===== src/rtl/plt_pkg.sv =====
package plt_pkg;

    // Register byte offsets inside the timer window
    localparam logic [11:0] OFS_ENTRY = 12'h320;
    localparam logic [11:0] OFS_START = 12'h380;
    localparam logic [11:0] OFS_LIVE  = 12'h390;
    localparam logic [11:0] OFS_DIV   = 12'h3E0;

    // Field positions inside the timer entry
    localparam int ENTRY_MASK_BIT = 16;
    localparam int ENTRY_MODE_BIT = 17;
    localparam int VEC_W          = 8;

    // Divide-code bit positions
    localparam int DIV_HI_BIT = 3;
    localparam int DIV_MD_BIT = 1;
    localparam int DIV_LO_BIT = 0;
    localparam logic [2:0] DIV_CODE_BY1 = 3'b111;

    typedef enum logic [1:0] {
        ST_IDLE    = 2'd0,
        ST_COUNT   = 2'd1,
        ST_EXPIRED = 2'd2
    } tmr_state_e;

    typedef struct packed {
        logic             periodic;
        logic             mask;
        logic [VEC_W-1:0] vector;
    } entry_cfg_t;

endpackage


===== src/rtl/plt_regs.sv =====
module plt_regs
    import plt_pkg::*;
#(
    parameter int ADDR_W = 12,
    parameter int DATA_W = 32,
    parameter int CNT_W  = 32
) (
    input  logic              clk,
    input  logic              rst_n,
    input  logic              reg_wr,
    input  logic [ADDR_W-1:0] reg_addr,
    input  logic [DATA_W-1:0] reg_wdata,
    input  logic [CNT_W-1:0]  live_count,
    output logic [DATA_W-1:0] reg_rdata,
    output entry_cfg_t        entry_cfg,
    output logic [CNT_W-1:0]  start_count,
    output logic [2:0]        div_code,
    output logic              load_strobe,
    output logic [CNT_W-1:0]  load_value,
    output logic              div_strobe
);

    logic hit_entry;
    logic hit_start;
    logic hit_live;
    logic hit_div;

    assign hit_entry = (reg_addr == ADDR_W'(OFS_ENTRY));
    assign hit_start = (reg_addr == ADDR_W'(OFS_START));
    assign hit_live  = (reg_addr == ADDR_W'(OFS_LIVE));
    assign hit_div   = (reg_addr == ADDR_W'(OFS_DIV));

    assign load_strobe = reg_wr && hit_start;
    assign div_strobe  = reg_wr && hit_div;
    assign load_value  = reg_wdata[CNT_W-1:0];

    always_ff @(posedge clk) begin
        if (!rst_n) begin
            entry_cfg.periodic <= 1'b0;
            entry_cfg.mask     <= 1'b1;
            entry_cfg.vector   <= '0;
            start_count        <= '0;
            div_code           <= 3'b000;
        end else if (reg_wr) begin
            if (hit_entry) begin
                entry_cfg.periodic <= reg_wdata[ENTRY_MODE_BIT];
                entry_cfg.mask     <= reg_wdata[ENTRY_MASK_BIT];
                entry_cfg.vector   <= reg_wdata[VEC_W-1:0];
            end
            if (hit_start) begin
                start_count <= reg_wdata[CNT_W-1:0];
            end
            if (hit_div) begin
                div_code <= {reg_wdata[DIV_HI_BIT], reg_wdata[DIV_MD_BIT],
                             reg_wdata[DIV_LO_BIT]};
            end
        end
    end

    always_comb begin
        reg_rdata = '0;
        if (hit_entry) begin
            reg_rdata[ENTRY_MODE_BIT] = entry_cfg.periodic;
            reg_rdata[ENTRY_MASK_BIT] = entry_cfg.mask;
            reg_rdata[VEC_W-1:0]      = entry_cfg.vector;
        end else if (hit_start) begin
            reg_rdata[CNT_W-1:0] = start_count;
        end else if (hit_live) begin
            reg_rdata[CNT_W-1:0] = live_count;
        end else if (hit_div) begin
            reg_rdata[DIV_HI_BIT] = div_code[2];
            reg_rdata[DIV_MD_BIT] = div_code[1];
            reg_rdata[DIV_LO_BIT] = div_code[0];
        end
    end

    // Write-data bits that no field stores
    logic unused_wdata;
    assign unused_wdata = ^reg_wdata;

endmodule


===== src/rtl/plt_prescaler.sv =====
module plt_prescaler
    import plt_pkg::*;
#(
    parameter int DIV_LOG2_MAX = 7
) (
    input  logic       clk,
    input  logic       rst_n,
    input  logic [2:0] div_code,
    input  logic       restart,
    output logic       tick
);

    localparam int PRE_W = DIV_LOG2_MAX;

    logic [PRE_W-1:0] pre_q;
    logic [PRE_W-1:0] term;

    // Terminal value is the division minus one
    function automatic logic [PRE_W-1:0] code_to_term(input logic [2:0] code);
        logic [PRE_W:0] full;
        if (code == DIV_CODE_BY1) begin
            return '0;
        end
        full = (PRE_W+1)'(1) << (int'(code) + 1);
        return PRE_W'(full - (PRE_W+1)'(1));
    endfunction

    assign term = code_to_term(div_code);
    assign tick = (pre_q == term);

    always_ff @(posedge clk) begin
        if (!rst_n) begin
            pre_q <= '0;
        end else if (restart || tick) begin
            pre_q <= '0;
        end else begin
            pre_q <= pre_q + PRE_W'(1);
        end
    end

endmodule


===== src/rtl/plt_counter.sv =====
module plt_counter
    import plt_pkg::*;
#(
    parameter int CNT_W = 32
) (
    input  logic             clk,
    input  logic             rst_n,
    input  logic             tick,
    input  logic             load_strobe,
    input  logic [CNT_W-1:0] load_value,
    input  logic [CNT_W-1:0] start_count,
    input  entry_cfg_t       entry_cfg,
    output logic [CNT_W-1:0] live_count,
    output tmr_state_e       state,
    output logic             irq_pulse,
    output logic [VEC_W-1:0] irq_vector
);

    tmr_state_e       state_q, state_d;
    logic [CNT_W-1:0] cnt_q, cnt_d;
    logic             expire;
    logic             pulse_q;
    logic [VEC_W-1:0] vec_q;

    always_comb begin
        state_d = state_q;
        cnt_d   = cnt_q;
        expire  = 1'b0;
        if (load_strobe) begin
            if (load_value == '0) begin
                state_d = ST_IDLE;              // LOAD_STOP
                cnt_d   = '0;
            end else begin
                state_d = ST_COUNT;             // LOAD_RUN
                cnt_d   = load_value;
            end
        end else begin
            unique case (state_q)
                ST_IDLE: begin
                    state_d = ST_IDLE;
                end
                ST_COUNT: begin
                    if (tick) begin
                        if (cnt_q <= CNT_W'(1)) begin
                            expire = 1'b1;
                            if (entry_cfg.periodic) begin
                                cnt_d = start_count;    // RELOAD
                            end else begin
                                cnt_d   = '0;
                                state_d = ST_EXPIRED;   // FINISH
                            end
                        end else begin
                            cnt_d = cnt_q - CNT_W'(1);
                        end
                    end
                end
                ST_EXPIRED: begin
                    state_d = ST_EXPIRED;
                end
                default: begin
                    state_d = ST_IDLE;
                    cnt_d   = '0;
                end
            endcase
        end
    end

    // State register
    always_ff @(posedge clk) begin
        if (!rst_n) begin
            state_q <= ST_IDLE;
            cnt_q   <= '0;
        end else begin
            state_q <= state_d;
            cnt_q   <= cnt_d;
        end
    end

    // Output register
    always_ff @(posedge clk) begin
        if (!rst_n) begin
            pulse_q <= 1'b0;
            vec_q   <= '0;
        end else begin
            pulse_q <= expire && !entry_cfg.mask;
            if (expire) begin
                vec_q <= entry_cfg.vector;
            end
        end
    end

    assign live_count = cnt_q;
    assign state      = state_q;
    assign irq_pulse  = pulse_q;
    assign irq_vector = vec_q;

endmodule


===== src/rtl/periodic_local_timer.sv =====
module periodic_local_timer
    import plt_pkg::*;
#(
    parameter int ADDR_W       = 12,
    parameter int DATA_W       = 32,
    parameter int CNT_W        = 32,
    parameter int DIV_LOG2_MAX = 7
) (
    input  logic              clk,
    input  logic              rst_n,
    input  logic              reg_wr,
    input  logic [ADDR_W-1:0] reg_addr,
    input  logic [DATA_W-1:0] reg_wdata,
    output logic [DATA_W-1:0] reg_rdata,
    output logic              irq_pulse,
    output logic [VEC_W-1:0]  irq_vector
);

    entry_cfg_t       entry_cfg;
    logic [CNT_W-1:0] start_count;
    logic [CNT_W-1:0] live_count;
    logic [CNT_W-1:0] load_value;
    logic [2:0]       div_code;
    logic             load_strobe;
    logic             div_strobe;
    logic             tick;
    tmr_state_e       state;

    plt_regs #(
        .ADDR_W(ADDR_W),
        .DATA_W(DATA_W),
        .CNT_W (CNT_W)
    ) regs_i (
        .clk        (clk),
        .rst_n      (rst_n),
        .reg_wr     (reg_wr),
        .reg_addr   (reg_addr),
        .reg_wdata  (reg_wdata),
        .live_count (live_count),
        .reg_rdata  (reg_rdata),
        .entry_cfg  (entry_cfg),
        .start_count(start_count),
        .div_code   (div_code),
        .load_strobe(load_strobe),
        .load_value (load_value),
        .div_strobe (div_strobe)
    );

    plt_prescaler #(
        .DIV_LOG2_MAX(DIV_LOG2_MAX)
    ) pre_i (
        .clk     (clk),
        .rst_n   (rst_n),
        .div_code(div_code),
        .restart (load_strobe || div_strobe),
        .tick    (tick)
    );

    plt_counter #(
        .CNT_W(CNT_W)
    ) cnt_i (
        .clk        (clk),
        .rst_n      (rst_n),
        .tick       (tick),
        .load_strobe(load_strobe),
        .load_value (load_value),
        .start_count(start_count),
        .entry_cfg  (entry_cfg),
        .live_count (live_count),
        .state      (state),
        .irq_pulse  (irq_pulse),
        .irq_vector (irq_vector)
    );

endmodule


===== config.mk =====
export PLATFORM = sky130hd
export DESIGN_NAME = periodic_local_timer
export DESIGN_NICKNAME = d
export VERILOG_FILES = /design/src/rtl/plt_pkg.sv /design/src/rtl/plt_regs.sv /design/src/rtl/plt_prescaler.sv /design/src/rtl/plt_counter.sv /design/src/rtl/periodic_local_timer.sv
export SDC_FILE = /design/constraint.sdc
export NUM_CORES = 1
export LEC_CHECK = 0
export CAP_MARGIN = 30
export CORE_MARGIN = 1.5
export CORE_UTILIZATION = 45
export DETAILED_ROUTE_END_ITERATION = 6
export HOLD_SLACK_MARGIN = 0.05
export MAX_ROUTING_LAYER = met4
export PLACE_DENSITY_LB_ADDON = 0.25
export SLEW_MARGIN = 40
export SYNTH_ARGS = -nofsm -noshare
export SYNTH_HDL_FRONTEND = slang
export SYNTH_SLANG_ARGS = --single-unit

===== constraint.sdc =====
create_clock -name clk -period 4.9 [get_ports clk]
set_input_delay 0.98 -clock clk [delete_from_list [all_inputs] [get_ports clk]]
set_output_delay 0.98 -clock clk [all_outputs]
set_load 0.1 [all_outputs]

**After elaboration in Yosys (flattened, before gate mapping)**

Cells that the tools add are included.

- $add $sub $neg: 4
- $lt $le $gt $ge: 1
- Eq/ne operators: 12
- Shift-type cells: 1
- Mux-type cells: 30
- Bitwise operators: 1
- Reduce and logical (&&, ||, !) cells: 15

Operators by type and width:

| operator | count |
|---|---|
| $mux 32 | 6 |
| $pmux 32 s2 | 1 |
| $eq 12x10->1 const B | 4 |
| $le 32x1->1 const B | 1 |
| $logic_not 32->1 | 1 |
| $shl 1x32->7 const A | 1 |
| $sub 32x1->32 const B | 1 |
| $mux 28 | 1 |
| $mux 8 | 2 |
| $mux 14 | 1 |
| $mux 2 | 7 |
| $mux 7 | 2 |
| $mux 1 | 9 |
| $reduce_and 2->1 | 4 |
| $add 7x1->7 const B | 1 |
| $eq 7x7->1 | 1 |
| $sub 7x1->7 const B | 1 |
| $ne 3x3->1 const B | 2 |
| $add 3x1->4 const B | 1 |
| $pmux 2 s2 | 1 |
| $reduce_or 2->1 | 2 |
| $eq 3x3->1 const B | 1 |
| $logic_and 1x1->1 | 3 |
| $ne 3x2->1 const B | 1 |
| other kinds (8) | 9 |

- Register bits after elaboration: 95
- Input bits: 47
- Output and inout bits: 41
- Logic and storage cells: 74

**Longest topological paths before layout**

Gate-level depths: netlist (run 1).

- Depth in word-level cells: 9
- Mapped depth: 17
- Depth with buffers taken out: 13

**Modules after synthesis**

A second synthesis (run 1) with hierarchy kept.

- Cell total of the unflattened synthesis: 766
- Area total of the unflattened synthesis: 6183.4 um^2

By module, submodules not included:

| module | instances | cells each | area each (um^2) |
|---|---|---|---|
| plt_counter | 1 | 378 | 2951.6 |
| plt_regs | 1 | 320 | 2637.5 |
| plt_prescaler | 1 | 67 | 588.1 |
| periodic_local_timer | 1 | 1 | 6.3 |

**Worst setup path before layout (run 1)**

Ideal clock, no wire load.

- Path type: in2out
- Start: input reg_addr[1]
- End: output reg_rdata[0]
- Data arrival time: 4223 ps
- Slack: -303 ps
- Cell stages on the path: 7
- Path buffers: 2
- Path through: or4_1 -> or3_1 -> clkbuf_1 -> nor4b_1 -> clkbuf_1 -> a211oi_1 -> a21oi_1

- Longest elaborated chain between the ends: 5

RTL lines:

| element | line | RTL |
|---|---|---|
| from (decl) | periodic_local_timer.sv:12 | `input logic [ADDR_W-1:0] reg_addr,` |
| $eq 12x10->1 | plt_regs.sv:31 | `assign hit_div = (reg_addr == ADDR_W'(OFS_DIV));` |
| $mux 2 | plt_regs.sv:70 | `end else if (hit_div) begin` |
| $mux 2 | plt_regs.sv:68 | `end else if (hit_live) begin` |
| $mux 32 | plt_regs.sv:66 | `end else if (hit_start) begin` |
| $mux 8 (*) | plt_regs.sv:62 | `if (hit_entry) begin` |
| to (decl) | periodic_local_timer.sv:14 | `output logic [DATA_W-1:0] reg_rdata,` |

Every way passes the cells marked *; elsewhere a longest branch is shown, timed or not.

**Worst setup path after layout (run 1)**

- Start: input reg_addr[1]
- End: output reg_rdata[16]

- Longest elaborated chain between the ends: 4

RTL lines:

| element | line | RTL |
|---|---|---|
| $eq 12x10->1 | plt_regs.sv:30 | `assign hit_live = (reg_addr == ADDR_W'(OFS_LIVE));` |
| $mux 28 | plt_regs.sv:68 |  |
| $mux 32 | plt_regs.sv:66 |  |
| $mux 2 (*) | plt_regs.sv:62 |  |

Marked as above.

==> results by group, run 1 <==
Job
  – Max Cap Viol: 0

Final layout
  – Share of cells above drive strength 1: a little under an eighth
  – Final Non-Filler Cells: about 950
  – Area Overhead vs Synth: 28.5%
  – Nets: just over 800
  – Sequential cell area: between 1500 and 2000 um^2
  – # fillers: about 1200
  – Inserted Diodes: 0
  – Multi-input logic area: about 3600 um^2
  – Final Util: about three fifths

Global route
  – First-pass GRT wire length: approximately 27000 um
  – Tot GR Track Use: 26.2%
  – Largest net degree at the start of global routing: 67
  – Initial antenna violation count: 0
  – Vias in the first global route: approximately 5600
  – GRT Residual Overflow: 0

Routing
  – Post-DR wirelength/cell: 17.6 um
  – Top sig layer: met4
  – Met3 WL: about 1200 um
  – DRT iter0 DRCs: around 540
  – DRC viols: 0
  – Routed Antenna Nets: 0
  – Vias: just under 6000
  – WL final: 16700 um
  – DR WL met2: between 7000 and 8000 um
  – Metal-1 WL: ~7400 um
  – Vias per std cell: ~6.1
  – TritonRoute pass-1 iters: 7

Floorplan
  – Core Region: about 13000 um^2
  – Initial Util: between 40% and 50%
  – Die height: approximately 120 um
  – Cell row count: between 40 and 50
  – IO Pins: 88
  – DIE AREA: 13400 um^2
  – Die width: around 120 um

Worst setup path
  – Worst Setup SP: reg_addr[1]
  – Worst endpoint data arrival time: approximately 3500 ps
  – Reg2reg start: regs_i.div_code[1]
  – Crit-path max FO: 20
  – Worst EP required: ~3900 ps
  – Critical path's slowest cell: or4_1
  – Family with the most delay on the worst path: simple AND/OR/NAND/NOR gates
  – WS Path Type: primary input to output port
  – Bufs and invs on worst path: 3
  – Worst-path cell chain: clkdlybuf4s50_1 > or4_1 > or3_1 > nor3_2 > buf_4 > a22oi_1 > nand2_1 > buf_12
  – CP Launch Type: primary input
  – Max stage delay on crit path: ~530 ps
  – Crit end category: output port

Yosys
  – Syn Area/Cell: 8.05 um^2
  – EDFF count, synth: 0
  – Synth Register Bits: 95
  – Synth top area cells: dfxtp_1 (33%), nand2_1 (7.8%), a21boi_0 (5.8%)
  – Yosys cell types: 63
  – Mapped Nets: roughly 770
  – Post-Syn Area: between 5000 and 6000 um^2
  – YS warnings: 0
  – Area share of the largest cell type after synthesis: approximately a third
  – Synth area leader: dfxtp_1
  – Top-count cell post-synth: nand2_1
  – Sequential share of the synthesized area: 33.2%
  – Primary FF master, synth: dfxtp_1
  – Commonest cells post-synth: nand2_1 (119), dfxtp_1 (95), nor2_1 (46)
  – Async S/R FF share, synth: 0%
  – Syn Inst Count: 712

Power
  – PD cells: ~220 nW/um^2
  – Gate power share: under 10%
  – Peak VDD IR: roughly 0.00013 V
  – Pint: 1.24 mW
  – Leakage power: 2.63 nW
  – Clock power frac: between 40% and 50%
  – NetSw: 0.370 mW
  – Sequential Power Share: about half
  – Switching portion of total power: between 20% and 30%

Timing
  – Final period utilization: roughly nine tenths
  – F_max: 0.224 GHz
  – Unrepaired setup endpoints after global routing: false
  – Post-Route Skew: between 4 and 5 ps
  – Setup TNS: 0 ps
  – Final hold violation count: 0
  – Pins Over Slew Limit: 0
  – Max transition margin: 47.7%
  – Worst-margin pin slew: between 700 and 800 ps
  – Endpoints failing setup: 0
  – Fin crit period: 4460 ps
  – Worst hold slack: ~480 ps

Clock tree
  – Total setup buffers inserted after CTS: 0
  – Post-CTS Resized: 0
  – Inserted Clock Buffers: 9
  – Htree depth: 3
  – Cts hold-fix bufs: 0
  – CTS root buf: clkbuf_16
  – Clock transition at the registers of the reported paths: 70 ps
  – Clk_lat worst skew: roughly 350 ps
  – TritonCTS clock tree: done
  – Worst-case clock buffer depth: 2
  – Clk sink count: between 90 and 100

Status
  – Status: finished clean

Placement
  – Final Wtd Congestion: 0.925
  – Port bufs: between 80 and 90
  – DPL Wire Length: ~11000 um
  – Placed cells: between 900 and 1000

Min path
  – Min-Delay Path Class: flip-flop to flip-flop
  – Min-delay src: regs_i.entry_cfg[1]
[cells by family (layout without fill, tap and decap cells)]
| logic type | count (synthesis) | in the layout | share of synthesized area, % |
|---|---|---|---|
| xor+xnor | 34 | 34 | 5.19 |
| mux | 11 | 11 | 1.94 |
| fa+ha+maj | 9 | 9 | 1.96 |
| compound gates | 210 | 210 | 27.6 |
| flops | 95 | 95 | 33.2 |
| simple gates | 284 | 284 | 25.3 |
| buf+inv | 69 | 131 | 4.82 |
[metal layers]
layer	vias to the layer above	GRT usage [%]
met2	245	41.7
met1	2754	33.6
met3	32	4.24
li1	2732	-
met5	-	-
met4	0	9.76
[layout by cell type, fill, tap and decap left out, types with 11 or more instances in the layout]
master and n:
nor2b_1 11, o31ai_1 34, nor2_1 46, buf_4 13
a211o_1 21, a21oi_1 20, or3_1 11, xnor2_1 25
nand3_1 14, clkdlybuf4s50_1 45, buf_12 34, nand2_1 119
a21boi_0 44, dfxtp_1 95, a31oi_1 26, a22o_1 25
inv_1 14, nor4_1 24
[per-stage QoR]
step           total power [mW]  instance area (um^2)  setup slack (ps)
2_1_floorplan             0.841                  5730              -303
3_3_place_gp              0.901                  7090               537
3_5_place_dp              0.903                  7060               466
4_1_cts                    1.62                  7370               457
5_1_grt                    1.66                  7370               321
6_report                   1.61                  7370               435
[area by class of cell]
type | instances | share of cell area [%]
clock buffers | 10 | 3.24
clock inverters | 6 | 0.934
inverters | 14 | 0.713
multi-input cells | 548 | 49.1
flip-flops and latches | 95 | 25.8
well taps | 172 | 2.92
repair buffers | 101 | 17.3
[power groups by stage]
stage,registers [mW],clock network [mW],logic (mW)
after floorplan,0.796,0,0.0446
after global placement,0.797,0,0.103
after detailed placement,0.798,0,0.105
after CTS,0.780,0.733,0.106
after global routing,0.780,0.765,0.113
final,0.780,0.725,0.107
[worst reg2reg max path, cell delays in order (launching register included)]
cell and delay, ps:
dfxtp_1 610, and2_1 250, ha_1 340, and4bb_1 330
inv_1 70, ha_1 310, nand2_1 100, o22ai_1 100
or4_4 570, o31ai_4 200, a41oi_2 110, nor4_4 770
mux2i_1 290, nor2b_1 60
[registers in the layout, indices dropped and copies added, names as in the netlist]
signal,flops
regs_i.start_count,32
cnt_i.live_count,32
cnt_i.state,2
regs_i.entry_cfg,10
pre_i.pre_q,7
cnt_i.irq_vector,8
cnt_i.irq_pulse,1
regs_i.div_code,3
[final timing paths]
path | end | slack, ps | depth (start not counted)
setup / recovery | reg_rdata[16] | 440 | 8
hold / removal | regs_i.entry_cfg[1] | 480 | 2
setup reg to reg | cnt_i.irq_vector[1] | 710 | 13
hold reg to reg | regs_i.entry_cfg[1] | 480 | 2
Note: power is estimated with default switching activity, not from simulation.
==> run 2: changes to the inputs <==
--- a/config.mk
+++ b/config.mk
@@ -9,6 +9,7 @@
 export CORE_MARGIN = 1.5
 export CORE_UTILIZATION = 45
 export DETAILED_ROUTE_END_ITERATION = 6
+export DONT_BUFFER_PORTS = 1
 export HOLD_SLACK_MARGIN = 0.05
 export MAX_ROUTING_LAYER = met4
 export PLACE_DENSITY_LB_ADDON = 0.25
==> run 2 against run 1 <==
Power decreased by 7.5%. Die area unchanged. Clock skew grew 4.9 ps. Count of clock-buffer cells in the layout is 1 lower.
==> results by group, run 2 (same netlist as run 1, synthesis figures left out) <==
Worst setup path
  – CP Launch Type: flip-flop
  – Family with the most delay on the worst path: simple AND/OR/NAND/NOR gates
  – WS Path Type: flip-flop to flip-flop
  – Worst-path cell chain: and2_1 > ha_1 > and4bb_1 > inv_1 > ha_1 > nand2_1 > o22ai_1 > or4_4 > o31ai_4 > a41oi_2 > nor2_1 > nand3_1 > nor3b_1
  – Worst EP required: about 5200 ps
  – Crit end category: flip-flop
  – Worst endpoint data arrival time: ~4500 ps
  – Bufs and invs on worst path: 1
  – Critical path's slowest cell: nor2_1
  – Most used cell, CP: ha_1
  – Max stage delay on crit path: 650 ps
  – Crit-path max FO: 15

Routing
  – TritonRoute pass-1 iters: 7
  – WL final: 16700 um
  – DRC viols: 0
  – Vias: 5494
  – Post-DR wirelength/cell: roughly 19 um
  – Vias per std cell: around 6
  – Routed Antenna Nets: 0
  – DRT iter0 DRCs: 542

Timing
  – Endpoints failing setup: 0
  – Final period utilization: 86.4%
  – Fin worst setup slack: between 600 and 700 ps
  – Final hold violation count: 0
  – Unrepaired setup endpoints after global routing: false
  – Worst-margin pin slew: approximately 820 ps
  – Setup TNS: 0 ps
  – Pins Over Slew Limit: 0
  – Max transition margin: 45.5%
  – F_max: between 0.2 and 0.25 GHz
  – Post-Route Skew: 9.22 ps
  – Fin crit period: 4230 ps

Final layout
  – Inserted Diodes: 0
  – Commonest non-fill, non-tap cells in the layout: nand2_1 (119), dfxtp_1 (86), nor2_1 (46), a21boi_0 (44), o31ai_1 (34)
  – Sequential cell area: roughly 1900 um^2
  – Nets: 769
  – Commonest non-fill, non-tap cell in the layout: nand2_1
  – # fillers: 1180
  – Multi-input logic area: roughly 3600 um^2
  – Share of cells above drive strength 1: about an eighth
  – Area Overhead vs Synth: 16.1%

Clock tree
  – Htree depth: 3
  – Worst-case clock buffer depth: 2
  – Post-CTS Resized: 0
  – CTS root buf: clkbuf_16
  – TritonCTS clock tree: done
  – Clk sink count: 95
  – Cts hold-fix bufs: 0
  – Total setup buffers inserted after CTS: 0
  – Clk_lat worst skew: approximately 360 ps
  – Clock transition at the registers of the reported paths: 70 ps
  – Inserted Clock Buffers: 9

Global route
  – Tot GR Track Use: between 20% and 30%
  – Initial antenna violation count: 0
  – GRT Residual Overflow: 0
  – Largest net degree at the start of global routing: 93
  – Vias in the first global route: 5339
  – First-pass GRT wire length: 27000 um

Placement
  – Port bufs: 0
  – DPL Wire Length: ~11000 um
  – Pre-CTS setup slack: roughly 720 ps
  – Final Wtd Congestion: just under 0.9

Floorplan
  – Die width: around 120 um
  – Initial Util: ~46%
  – IO Pins: 88
  – Cell row count: 41
  – Die height: roughly 120 um
  – Core Region: 12500 um^2
  – DIE AREA: around 13000 um^2

Power
  – Peak VDD IR: roughly 0.00014 V
  – PD cells: 224 nW/um^2
  – Leakage power: between 2 and 2.5 nW
  – Sequential Power Share: approximately 52%
  – NetSw: about 0.35 mW
  – Pint: ~1.1 mW
  – Gate power share: approximately 3%
  – Switching portion of total power: roughly a quarter
  – Clock power frac: between 40% and 50%

Job
  – Max Cap Viol: 0

Status
  – Status: finished clean

Min path
  – Min-Delay Path Class: flip-flop to flip-flop
-- run 2: final cells by class --
type                    instances  area share, %
repair buffers                 45           8.65
inverters                      14          0.790
well taps                     172           3.23
clock inverters                 7          0.752
multi-input cells             548           54.4
clock buffers                   9           3.38
flip-flops and latches         95           28.7
-- run 2: layer usage --
metal | part of all wire, % | vias to the layer above | track usage, %
met2 | 45 | 238 | 39.8
met4 | 2.0 | 0 | 9.51
li1 | - | 2620 | -
met1 | 44 | 2602 | 34.1
met3 | 8.4 | 34 | 6.22
met5 | 0 | - | -
-- run 2: power groups by stage --
stage	registers, mW	logic, mW	clock network (mW)
floorplan	0.796	0.0446	0
global placement	0.797	0.0423	0
detailed placement	0.797	0.0446	0
CTS	0.779	0.0446	0.678
global route	0.780	0.0488	0.706
finish	0.780	0.0445	0.667
-- run 2: worst paths after layout --
kind	startpoint	end	slack, ps	cells after the start
min reg2reg	regs_i.entry_cfg[8]	cnt_i.irq_pulse	470	1
max	regs_i.div_code[1]	cnt_i.irq_pulse	670	13
min	regs_i.entry_cfg[8]	cnt_i.irq_pulse	470	1
max reg2reg	regs_i.div_code[1]	cnt_i.irq_pulse	670	13
-- run 2: through the flow --
step | power (mW) | instance area (um^2) | util, % | hold slack (ps) | instances
2_1_floorplan | 0.841 | 5730 | - | 418 | 712
3_3_place_gp | 0.839 | 6350 | 50.7 | 464 | 874
3_5_place_dp | 0.842 | 6380 | 51.0 | 454 | 874
4_1_cts | 1.50 | 6660 | 53.2 | 471 | 890
5_1_grt | 1.53 | 6660 | 53.2 | 494 | 890
6_report | 1.49 | 6660 | 53.2 | 469 | 890
